## src/rtl/mdu_pkg.sv

```systemverilog
package mdu_pkg;
   localparam int STAT_W     = 9;
   localparam int MSG_SLOTS  = 2;
   localparam int MSG_IDX_W  = 1;
   localparam int MSG_STRIDE = 4;

   localparam int unsigned OFF_IN_MSG  = 32'h050;
   localparam int unsigned OFF_OUT_MSG = 32'h058;
   localparam int unsigned OFF_OUT_DB  = 32'h060;
   localparam int unsigned OFF_IN_DB   = 32'h068;
   localparam int unsigned OFF_OUT_ST  = 32'h030;
   localparam int unsigned OFF_OUT_EN  = 32'h034;
   localparam int unsigned OFF_IN_ST   = 32'h100;
   localparam int unsigned OFF_IN_EN   = 32'h104;

   localparam int B_DB       = 3;
   localparam int B_MCHK     = 4;
   localparam int B_POST     = 5;
   localparam int B_POST_OVF = 7;
   localparam int B_FREE_OVF = 8;

   localparam logic [STAT_W-1:0] OUT_VALID = 9'h02B;
   localparam logic [STAT_W-1:0] IN_VALID  = 9'h1BB;

   typedef enum logic [3:0] {
      RS_ZERO, RS_IN_MSG, RS_OUT_MSG, RS_IN_DB, RS_OUT_DB,
      RS_IN_ST, RS_OUT_ST, RS_IN_EN, RS_OUT_EN
   } rsel_e;

   typedef struct packed {
      logic [MSG_SLOTS-1:0] msg_wr;
      logic                 db_wr;
      logic                 db_rd;
      logic                 st_rd;
      logic                 en_wr;
   } lane_acc_t;
endpackage

```

## src/rtl/mdu_decode.sv

```systemverilog
module mdu_decode
   import mdu_pkg::*;
#(
   parameter int ADDR_W  = 12,
   parameter int NUM_MSG = 2
) (
   input  logic                 side,
   input  logic [ADDR_W-1:0]    addr,
   input  logic                 wr,
   input  logic                 rd,
   output lane_acc_t            acc_in,
   output lane_acc_t            acc_out,
   output rsel_e                rsel,
   output logic [MSG_IDX_W-1:0] ridx
);
   function automatic logic hit(input logic [ADDR_W-1:0] a, input int unsigned off);
      return 32'(a) == off;
   endfunction

   logic rd_req;
   assign rd_req = rd & ~wr;

   always_comb begin
      acc_in  = '0;
      acc_out = '0;
      rsel    = RS_ZERO;
      ridx    = '0;
      if (wr) begin
         if (!side) begin
            for (int i = 0; i < NUM_MSG; i++)
               if (hit(addr, OFF_IN_MSG + i * MSG_STRIDE)) acc_in.msg_wr[i] = 1'b1;
            if (hit(addr, OFF_IN_DB))  acc_in.db_wr  = 1'b1;
            if (hit(addr, OFF_OUT_EN)) acc_out.en_wr = 1'b1;
         end else begin
            for (int i = 0; i < NUM_MSG; i++)
               if (hit(addr, OFF_OUT_MSG + i * MSG_STRIDE)) acc_out.msg_wr[i] = 1'b1;
            if (hit(addr, OFF_OUT_DB)) acc_out.db_wr = 1'b1;
            if (hit(addr, OFF_IN_EN))  acc_in.en_wr  = 1'b1;
         end
      end else if (rd_req) begin
         if (!side) begin
            for (int i = 0; i < NUM_MSG; i++)
               if (hit(addr, OFF_OUT_MSG + i * MSG_STRIDE)) begin
                  rsel = RS_OUT_MSG;
                  ridx = MSG_IDX_W'(i);
               end
            if (hit(addr, OFF_OUT_DB)) begin
               rsel          = RS_OUT_DB;
               acc_out.db_rd = 1'b1;
            end
            if (hit(addr, OFF_OUT_ST)) begin
               rsel          = RS_OUT_ST;
               acc_out.st_rd = 1'b1;
            end
            if (hit(addr, OFF_OUT_EN)) rsel = RS_OUT_EN;
         end else begin
            for (int i = 0; i < NUM_MSG; i++)
               if (hit(addr, OFF_IN_MSG + i * MSG_STRIDE)) begin
                  rsel = RS_IN_MSG;
                  ridx = MSG_IDX_W'(i);
               end
            if (hit(addr, OFF_IN_DB)) begin
               rsel         = RS_IN_DB;
               acc_in.db_rd = 1'b1;
            end
            if (hit(addr, OFF_IN_ST)) begin
               rsel         = RS_IN_ST;
               acc_in.st_rd = 1'b1;
            end
            if (hit(addr, OFF_IN_EN)) rsel = RS_IN_EN;
         end
      end
   end
endmodule

```

## src/rtl/mdu_stat_reg.sv

```systemverilog
module mdu_stat_reg
   import mdu_pkg::*;
#(
   parameter logic [STAT_W-1:0] VALID = IN_VALID
) (
   input  logic              clk,
   input  logic              rst_n,
   input  logic [STAT_W-1:0] set,
   input  logic              clr,
   input  logic              en_wr,
   input  logic [STAT_W-1:0] en_data,
   output logic [STAT_W-1:0] stat,
   output logic [STAT_W-1:0] enable,
   output logic [STAT_W-1:0] masked
);
   logic [STAT_W-1:0] stat_q, en_q, stat_d;

   // a pending event outranks the clearing read
   always_comb begin
      stat_d = clr ? '0 : stat_q;
      stat_d = (stat_d | set) & VALID;
   end

   always_ff @(posedge clk or negedge rst_n) begin
      if (!rst_n) begin
         stat_q <= '0;
         en_q   <= '0;
      end else begin
         stat_q <= stat_d;
         if (en_wr) en_q <= en_data & VALID;
      end
   end

   assign stat   = stat_q;
   assign enable = en_q;
   assign masked = stat_q & en_q;
endmodule

```

## src/rtl/mdu_lane.sv

```systemverilog
module mdu_lane
   import mdu_pkg::*;
#(
   parameter int                DATA_W  = 32,
   parameter int                NUM_MSG = 2,
   parameter logic [STAT_W-1:0] VALID   = IN_VALID,
   parameter bit                IRQ_REG = 1'b0
) (
   input  logic                            clk,
   input  logic                            rst_n,
   input  logic [NUM_MSG-1:0]              msg_wr,
   input  logic                            db_wr,
   input  logic                            db_rd,
   input  logic                            st_rd,
   input  logic                            en_wr,
   input  logic [DATA_W-1:0]               wdata,
   input  logic [STAT_W-1:0]               evt,
   output logic [NUM_MSG-1:0][DATA_W-1:0]  msg,
   output logic [DATA_W-1:0]               db,
   output logic [STAT_W-1:0]               stat,
   output logic [STAT_W-1:0]               enable,
   output logic [STAT_W-1:0]               masked,
   output logic                            irq
);
   for (genvar g = 0; g < NUM_MSG; g++) begin : g_msg
      logic [DATA_W-1:0] q;
      always_ff @(posedge clk or negedge rst_n) begin
         if (!rst_n)         q <= '0;
         else if (msg_wr[g]) q <= wdata;
      end
      assign msg[g] = q;
   end

   logic [DATA_W-1:0] db_q;
   always_ff @(posedge clk or negedge rst_n) begin
      if (!rst_n) db_q <= '0;
      else        db_q <= (db_rd ? '0 : db_q) | (db_wr ? wdata : '0);
   end
   assign db = db_q;

   logic [STAT_W-1:0] set_vec;
   always_comb begin
      set_vec = evt;
      for (int i = 0; i < NUM_MSG; i++) set_vec[i] = set_vec[i] | msg_wr[i];
      set_vec[B_DB] = set_vec[B_DB] | (db_wr & (|wdata));
   end

   mdu_stat_reg #(.VALID(VALID)) u_stat (
      .clk     (clk),
      .rst_n   (rst_n),
      .set     (set_vec),
      .clr     (st_rd),
      .en_wr   (en_wr),
      .en_data (wdata[STAT_W-1:0]),
      .stat    (stat),
      .enable  (enable),
      .masked  (masked)
   );

   if (IRQ_REG) begin : g_irq_reg
      logic irq_q;
      always_ff @(posedge clk or negedge rst_n) begin
         if (!rst_n) irq_q <= 1'b0;
         else        irq_q <= |masked;
      end
      assign irq = irq_q;
   end else begin : g_irq_comb
      assign irq = |masked;
   end
endmodule

```

## src/rtl/mdu_unit.sv

```systemverilog
module mdu_unit
   import mdu_pkg::*;
#(
   parameter int DATA_W  = 32,
   parameter int ADDR_W  = 12,
   parameter int NUM_MSG = 2,
   parameter bit IRQ_REG = 1'b0
) (
   input  logic              clk,
   input  logic              rst_n,
   input  logic              acc_side,
   input  logic [ADDR_W-1:0] acc_addr,
   input  logic              acc_wr,
   input  logic              acc_rd,
   input  logic [DATA_W-1:0] acc_wdata,
   output logic [DATA_W-1:0] acc_rdata,
   input  logic              evt_out_post,
   input  logic              evt_in_post,
   input  logic              evt_mchk,
   input  logic              evt_in_post_ovf,
   input  logic              evt_free_ovf,
   output logic              host_irq,
   output logic              local_irq
);
   if (DATA_W < STAT_W) begin : g_bad_data_w
      $error("mdu_unit: DATA_W must cover the status word");
   end
   if (ADDR_W < 9 || ADDR_W > 32) begin : g_bad_addr_w
      $error("mdu_unit: ADDR_W must lie in 9..32");
   end
   if (NUM_MSG < 1 || NUM_MSG > MSG_SLOTS) begin : g_bad_num_msg
      $error("mdu_unit: NUM_MSG must lie in 1..2");
   end

   lane_acc_t            acc_in, acc_out;
   rsel_e                rsel;
   logic [MSG_IDX_W-1:0] ridx;

   mdu_decode #(.ADDR_W(ADDR_W), .NUM_MSG(NUM_MSG)) u_dec (
      .side    (acc_side),
      .addr    (acc_addr),
      .wr      (acc_wr),
      .rd      (acc_rd),
      .acc_in  (acc_in),
      .acc_out (acc_out),
      .rsel    (rsel),
      .ridx    (ridx)
   );

   logic [STAT_W-1:0] in_evt, out_evt;
   always_comb begin
      in_evt             = '0;
      in_evt[B_MCHK]     = evt_mchk;
      in_evt[B_POST]     = evt_in_post;
      in_evt[B_POST_OVF] = evt_in_post_ovf;
      in_evt[B_FREE_OVF] = evt_free_ovf;
      out_evt            = '0;
      out_evt[B_POST]    = evt_out_post;
   end

   logic [NUM_MSG-1:0][DATA_W-1:0] in_msg_q, out_msg_q;
   logic [DATA_W-1:0]              in_db_q, out_db_q;
   logic [STAT_W-1:0]              in_stat_q, in_en_q, in_masked;
   logic [STAT_W-1:0]              out_stat_q, out_en_q, out_masked;

   mdu_lane #(.DATA_W(DATA_W), .NUM_MSG(NUM_MSG), .VALID(IN_VALID), .IRQ_REG(IRQ_REG)) u_in (
      .clk    (clk),
      .rst_n  (rst_n),
      .msg_wr (acc_in.msg_wr[NUM_MSG-1:0]),
      .db_wr  (acc_in.db_wr),
      .db_rd  (acc_in.db_rd),
      .st_rd  (acc_in.st_rd),
      .en_wr  (acc_in.en_wr),
      .wdata  (acc_wdata),
      .evt    (in_evt),
      .msg    (in_msg_q),
      .db     (in_db_q),
      .stat   (in_stat_q),
      .enable (in_en_q),
      .masked (in_masked),
      .irq    (local_irq)
   );

   mdu_lane #(.DATA_W(DATA_W), .NUM_MSG(NUM_MSG), .VALID(OUT_VALID), .IRQ_REG(IRQ_REG)) u_out (
      .clk    (clk),
      .rst_n  (rst_n),
      .msg_wr (acc_out.msg_wr[NUM_MSG-1:0]),
      .db_wr  (acc_out.db_wr),
      .db_rd  (acc_out.db_rd),
      .st_rd  (acc_out.st_rd),
      .en_wr  (acc_out.en_wr),
      .wdata  (acc_wdata),
      .evt    (out_evt),
      .msg    (out_msg_q),
      .db     (out_db_q),
      .stat   (out_stat_q),
      .enable (out_en_q),
      .masked (out_masked),
      .irq    (host_irq)
   );

   logic [DATA_W-1:0] rd_mux, rdata_q;
   always_comb begin
      case (rsel)
         RS_IN_MSG:  rd_mux = in_msg_q[ridx];
         RS_OUT_MSG: rd_mux = out_msg_q[ridx];
         RS_IN_DB:   rd_mux = in_db_q;
         RS_OUT_DB:  rd_mux = out_db_q;
         RS_IN_ST:   rd_mux = DATA_W'(in_masked);
         RS_OUT_ST:  rd_mux = DATA_W'(out_masked);
         RS_IN_EN:   rd_mux = DATA_W'(in_en_q);
         RS_OUT_EN:  rd_mux = DATA_W'(out_en_q);
         default:    rd_mux = '0;
      endcase
   end

   always_ff @(posedge clk or negedge rst_n) begin
      if (!rst_n)                rdata_q <= '0;
      else if (acc_rd && !acc_wr) rdata_q <= rd_mux;
   end
   assign acc_rdata = rdata_q;
endmodule

```

## config.mk

```make
export PLATFORM = sky130hd
export DESIGN_NAME = mdu_unit
export DESIGN_NICKNAME = d
export VERILOG_FILES = /design/src/rtl/mdu_pkg.sv /design/src/rtl/mdu_decode.sv /design/src/rtl/mdu_stat_reg.sv /design/src/rtl/mdu_lane.sv /design/src/rtl/mdu_unit.sv
export SDC_FILE = /design/constraint.sdc
export NUM_CORES = 1
export LEC_CHECK = 0
export BUFFER_PORTS_ARGS = -buffer_cell sky130_fd_sc_hd__clkbuf_2
export CORE_MARGIN = 5
export CORE_UTILIZATION = 51
export CTS_BUF_LIST = sky130_fd_sc_hd__clkbuf_16
export DETAILED_ROUTE_END_ITERATION = 8
export PLACE_DENSITY = 0.8
export SYNTH_ARGS = -nofsm -noshare
export SYNTH_HDL_FRONTEND = slang
export SYNTH_SLANG_ARGS = --single-unit
export TNS_END_PERCENT = 30
```

## constraint.sdc

```tcl
create_clock -name clk -period 1.42 [get_ports clk]
set_clock_uncertainty 0.2 [all_clocks]
set_input_delay 0.071 -clock clk [delete_from_list [all_inputs] [get_ports clk]]
set_output_delay 0.071 -clock clk [all_outputs]
set_load 0.05 [all_outputs]
```

==> results.md <==
- Synthesized area: between 10000 and 15000 µm²
- Seq pwr share: 0.491
- Post-route insts no fill: about 1300
- Sequential area share after synthesis: 0.577
- Ys flop type: dfrtp_1
- P&R area growth vs syn: 42.9%
- Unrepaired setup endpoints after global routing: yes
- YS warnings: 0
- Most common cell after layout, fill and taps aside: dfrtp_1
- First-pass GRT wire length: about 53000 µm
- Post-Syn Area per Cell: 13.5 µm²
- Max Fclk: 503 MHz
- Root Driver: clkbuf_16
- Failing checks: hold timing, setup timing
- Num Clock Sinks: about 250
- Clock power frac: 0.450
- Row count: 53
- Seq cells post-synth: ~250
- Cts bufs inserted: 26
- Worst-Margin Slew: roughly 0.57 ns
- Combinational fraction of design power: 0.058
- I/O pin count: slightly below 90
- H-tree depth: 1
- Critical Path AT: around 1.7 ns
- Initial DRC count: roughly 1200
- Util after Layout: 0.733
- Syn nets: about 840
- P per Cell Area: 938 nW/µm²
- Post-DR wirelength/cell: between 20 and 30 µm
- Slew margin rel.: 0.619
- Worst Setup Path Type: flip-flop to primary output
- Setup TNS: -43.47 ns
- Min Tclk post-route: ~2.0 ns
- Ant diodes: 0
- CP startpoint: u_in.u_stat.stat[3]$_DFF_PN0_
- Mapped Cells: 790
- Post-synth EDFFs: 0
- Cell internal pwr: approximately 11 mW
- Largest net degree at the start of global routing: 41
- Top Usage Layer GRT: met2
- HP Class: primary input to flip-flop
- Max Cap Viol: 0
- Routability cong.: 0.928
- Worst hold slack: -0.0150 ns
- Core area: between 20000 and 25000 µm²
- Vias in the first global route: between 9000 and 10000
- Initial antenna violation count: 0
- Die Footprint: 23900 µm²
- NetSw: ~3.4 mW
- Status: finished with violations
- R2r setup slk: -0.40 ns
- Worst Path Required: 1.15 ns
- CTS tree: built
- Post-DP HPWL: ~19000 µm
- R2R Path End: acc_rdata[7]$_DFFE_PN0P_
- Vias per inst: 6.83
- Final setup viols: 217
- Congestion Overflow GR: 0
- GR Util met3: 0.0663
- Residual DRC count: 0
- Die width: between 150 and 200 µm
- Sw Ratio: 0.235
- Leakage: 7.20 nW
- Worst flop-to-flop path startpoint: u_in.u_stat.stat[7]$_DFF_PN0_
- Worst skew pair latency: between 0.5 and 0.6 ns
- DRT Pass-1 Iters: 6
- Tot GR Track Use: 0.282
- Number of I/O port buffers: 87
- CTS clock-pin slew for the worst setup and hold paths: approximately 0.07 ns
- R2r worst-path depth: 4
- Antenna-violating nets left: 0
- CP max FO: 2
- GR Util met1: 0.359
- Setup crit end kind: primary output
- Clock buffer depth: 3
- Critical Path Source Type: flip-flop
- Setup slack after layout: -0.568 ns
- Initial Utilization: 0.513
- Share of layout cells above drive strength 1: 0.438
- Worst setup path endpoint: local_irq
- Total Wirelength: roughly 40000 µm
- Most frequent cells in the layout: dfrtp_1, mux2_4, buf_4
- Fraction of registers with async set/reset: 1.00
- Period Utilization, post-route: 1.40
- Nets@finish: between 1000 and 1500
- Library cells used by synthesis: between 50 and 60
- Via count: 9177
- M2 GR Usage: 0.448
- Final Hold Viols: 1
- Slew Viols, Final: 0
- Total Power: 14.3 mW
- Peak supply drop: between 0.7 and 0.8 mV
- Hold buffers post-CTS: 39
- Placed instance count: roughly 1200
- DIE HEIGHT: roughly 150 µm
-- metrics by stage --
stage / worst slack, ns / instance area (µm²)
after global routing: -0.641 / 15300
after CTS: -0.548 / 14400
after detailed placement: -0.658 / 12400
after global placement: -0.622 / 12400
after floorplan: -0.429 / 10700
final: -0.568 / 15300
-- power by group through the flow --
| stage | Clock [mW] | Sequential [mW] | Combinational [mW] |
|---|---|---|---|
| floorplan | 0 | 7.16 | 0.109 |
| global placement | 0 | 7.16 | 0.628 |
| detailed placement | 0 | 7.16 | 0.636 |
| CTS | 6.34 | 7.03 | 0.743 |
| global route | 6.71 | 7.03 | 0.884 |
| finish | 6.45 | 7.03 | 0.832 |
-- registers in the layout (all words and copies together) (netlist names) --
signal / count
u_in.u_stat.stat: 7
u_out.db: 32
u_in.g_msg.q: 64
acc_rdata: 32
u_in.db: 32
u_out.g_msg.q: 64
u_in.u_stat.enable: 7
u_out.u_stat.enable: 4
u_out.u_stat.stat: 4
-- layout make-up --
type	instances	area, µm²
tap	275	344
clock buffer	27	676
fill	1133	5560
timing repair buffer	291	3030
multi-input combinational	485	4940
inverter	2	7.51
clock inverter	18	104
sequential	246	6160
-- layer usage --
layer,vias up,share of wire
met4,0,0.067
li1,3563,-
met5,-,0
met1,4623,0.36
met2,757,0.46
met3,234,0.11
-- cell usage after synthesis, types with 19 or more instances --
library cell	number	share of area
o211ai_1	32	0.022
nand2_1	19	0.0067
a22o_1	64	0.052
dfrtp_1	246	0.58
mux2_1	119	0.13
buf_2	19	0.0089
mux2_2	20	0.021
clkbuf_1	26	0.0091
a221oi_1	25	0.021
and2_1	25	0.015
a22oi_1	33	0.023
mux2i_1	32	0.030
-- repair_timing --
action,CTS,global route
endpoints found under the setup margin,130,260
gates cloned,10,7
buffers inserted,15,14
endpoints found under the hold margin,456,1
gates resized for setup,127,160
pin swaps,24,29
-- kinds of logic after synthesis --
kind of cell              Yosys count  share of synthesized area
DFF                               246                      0.577
AOI/OAI and AO/OA                 202                      0.148
muxes                             171                      0.177
xor gates and xnor gates            1                   0.000820
and+or+nand+nor                   111                     0.0694
buffers and inverters              59                     0.0286
-- worst min path at each step --
stage | from | to | slack [ns] | depth (start not counted)
after floorplan | rst_n | acc_rdata[0]$_DFFE_PN0P_ | -0.42 | 0
after global placement | rst_n | u_out.db[25]$_DFF_PN0_ | -0.22 | 1
after detailed placement | rst_n | u_out.db[25]$_DFF_PN0_ | -0.23 | 1
after CTS | acc_addr[2] | u_in.u_stat.stat[3]$_DFF_PN0_ | -0.04 | 6
after global routing | acc_addr[9] | u_in.u_stat.stat[3]$_DFF_PN0_ | -0.004 | 7
final | acc_addr[9] | u_in.u_stat.stat[3]$_DFF_PN0_ | -0.01 | 7
-- worst max-delay path: stages, from the launching register on --
cell	delay [ns]
dfrtp_1	0.40
buf_6	0.12
a222oi_1	0.31
nand3_1	0.14
clkbuf_8	0.20
Power figures use the tool's default switching activity.
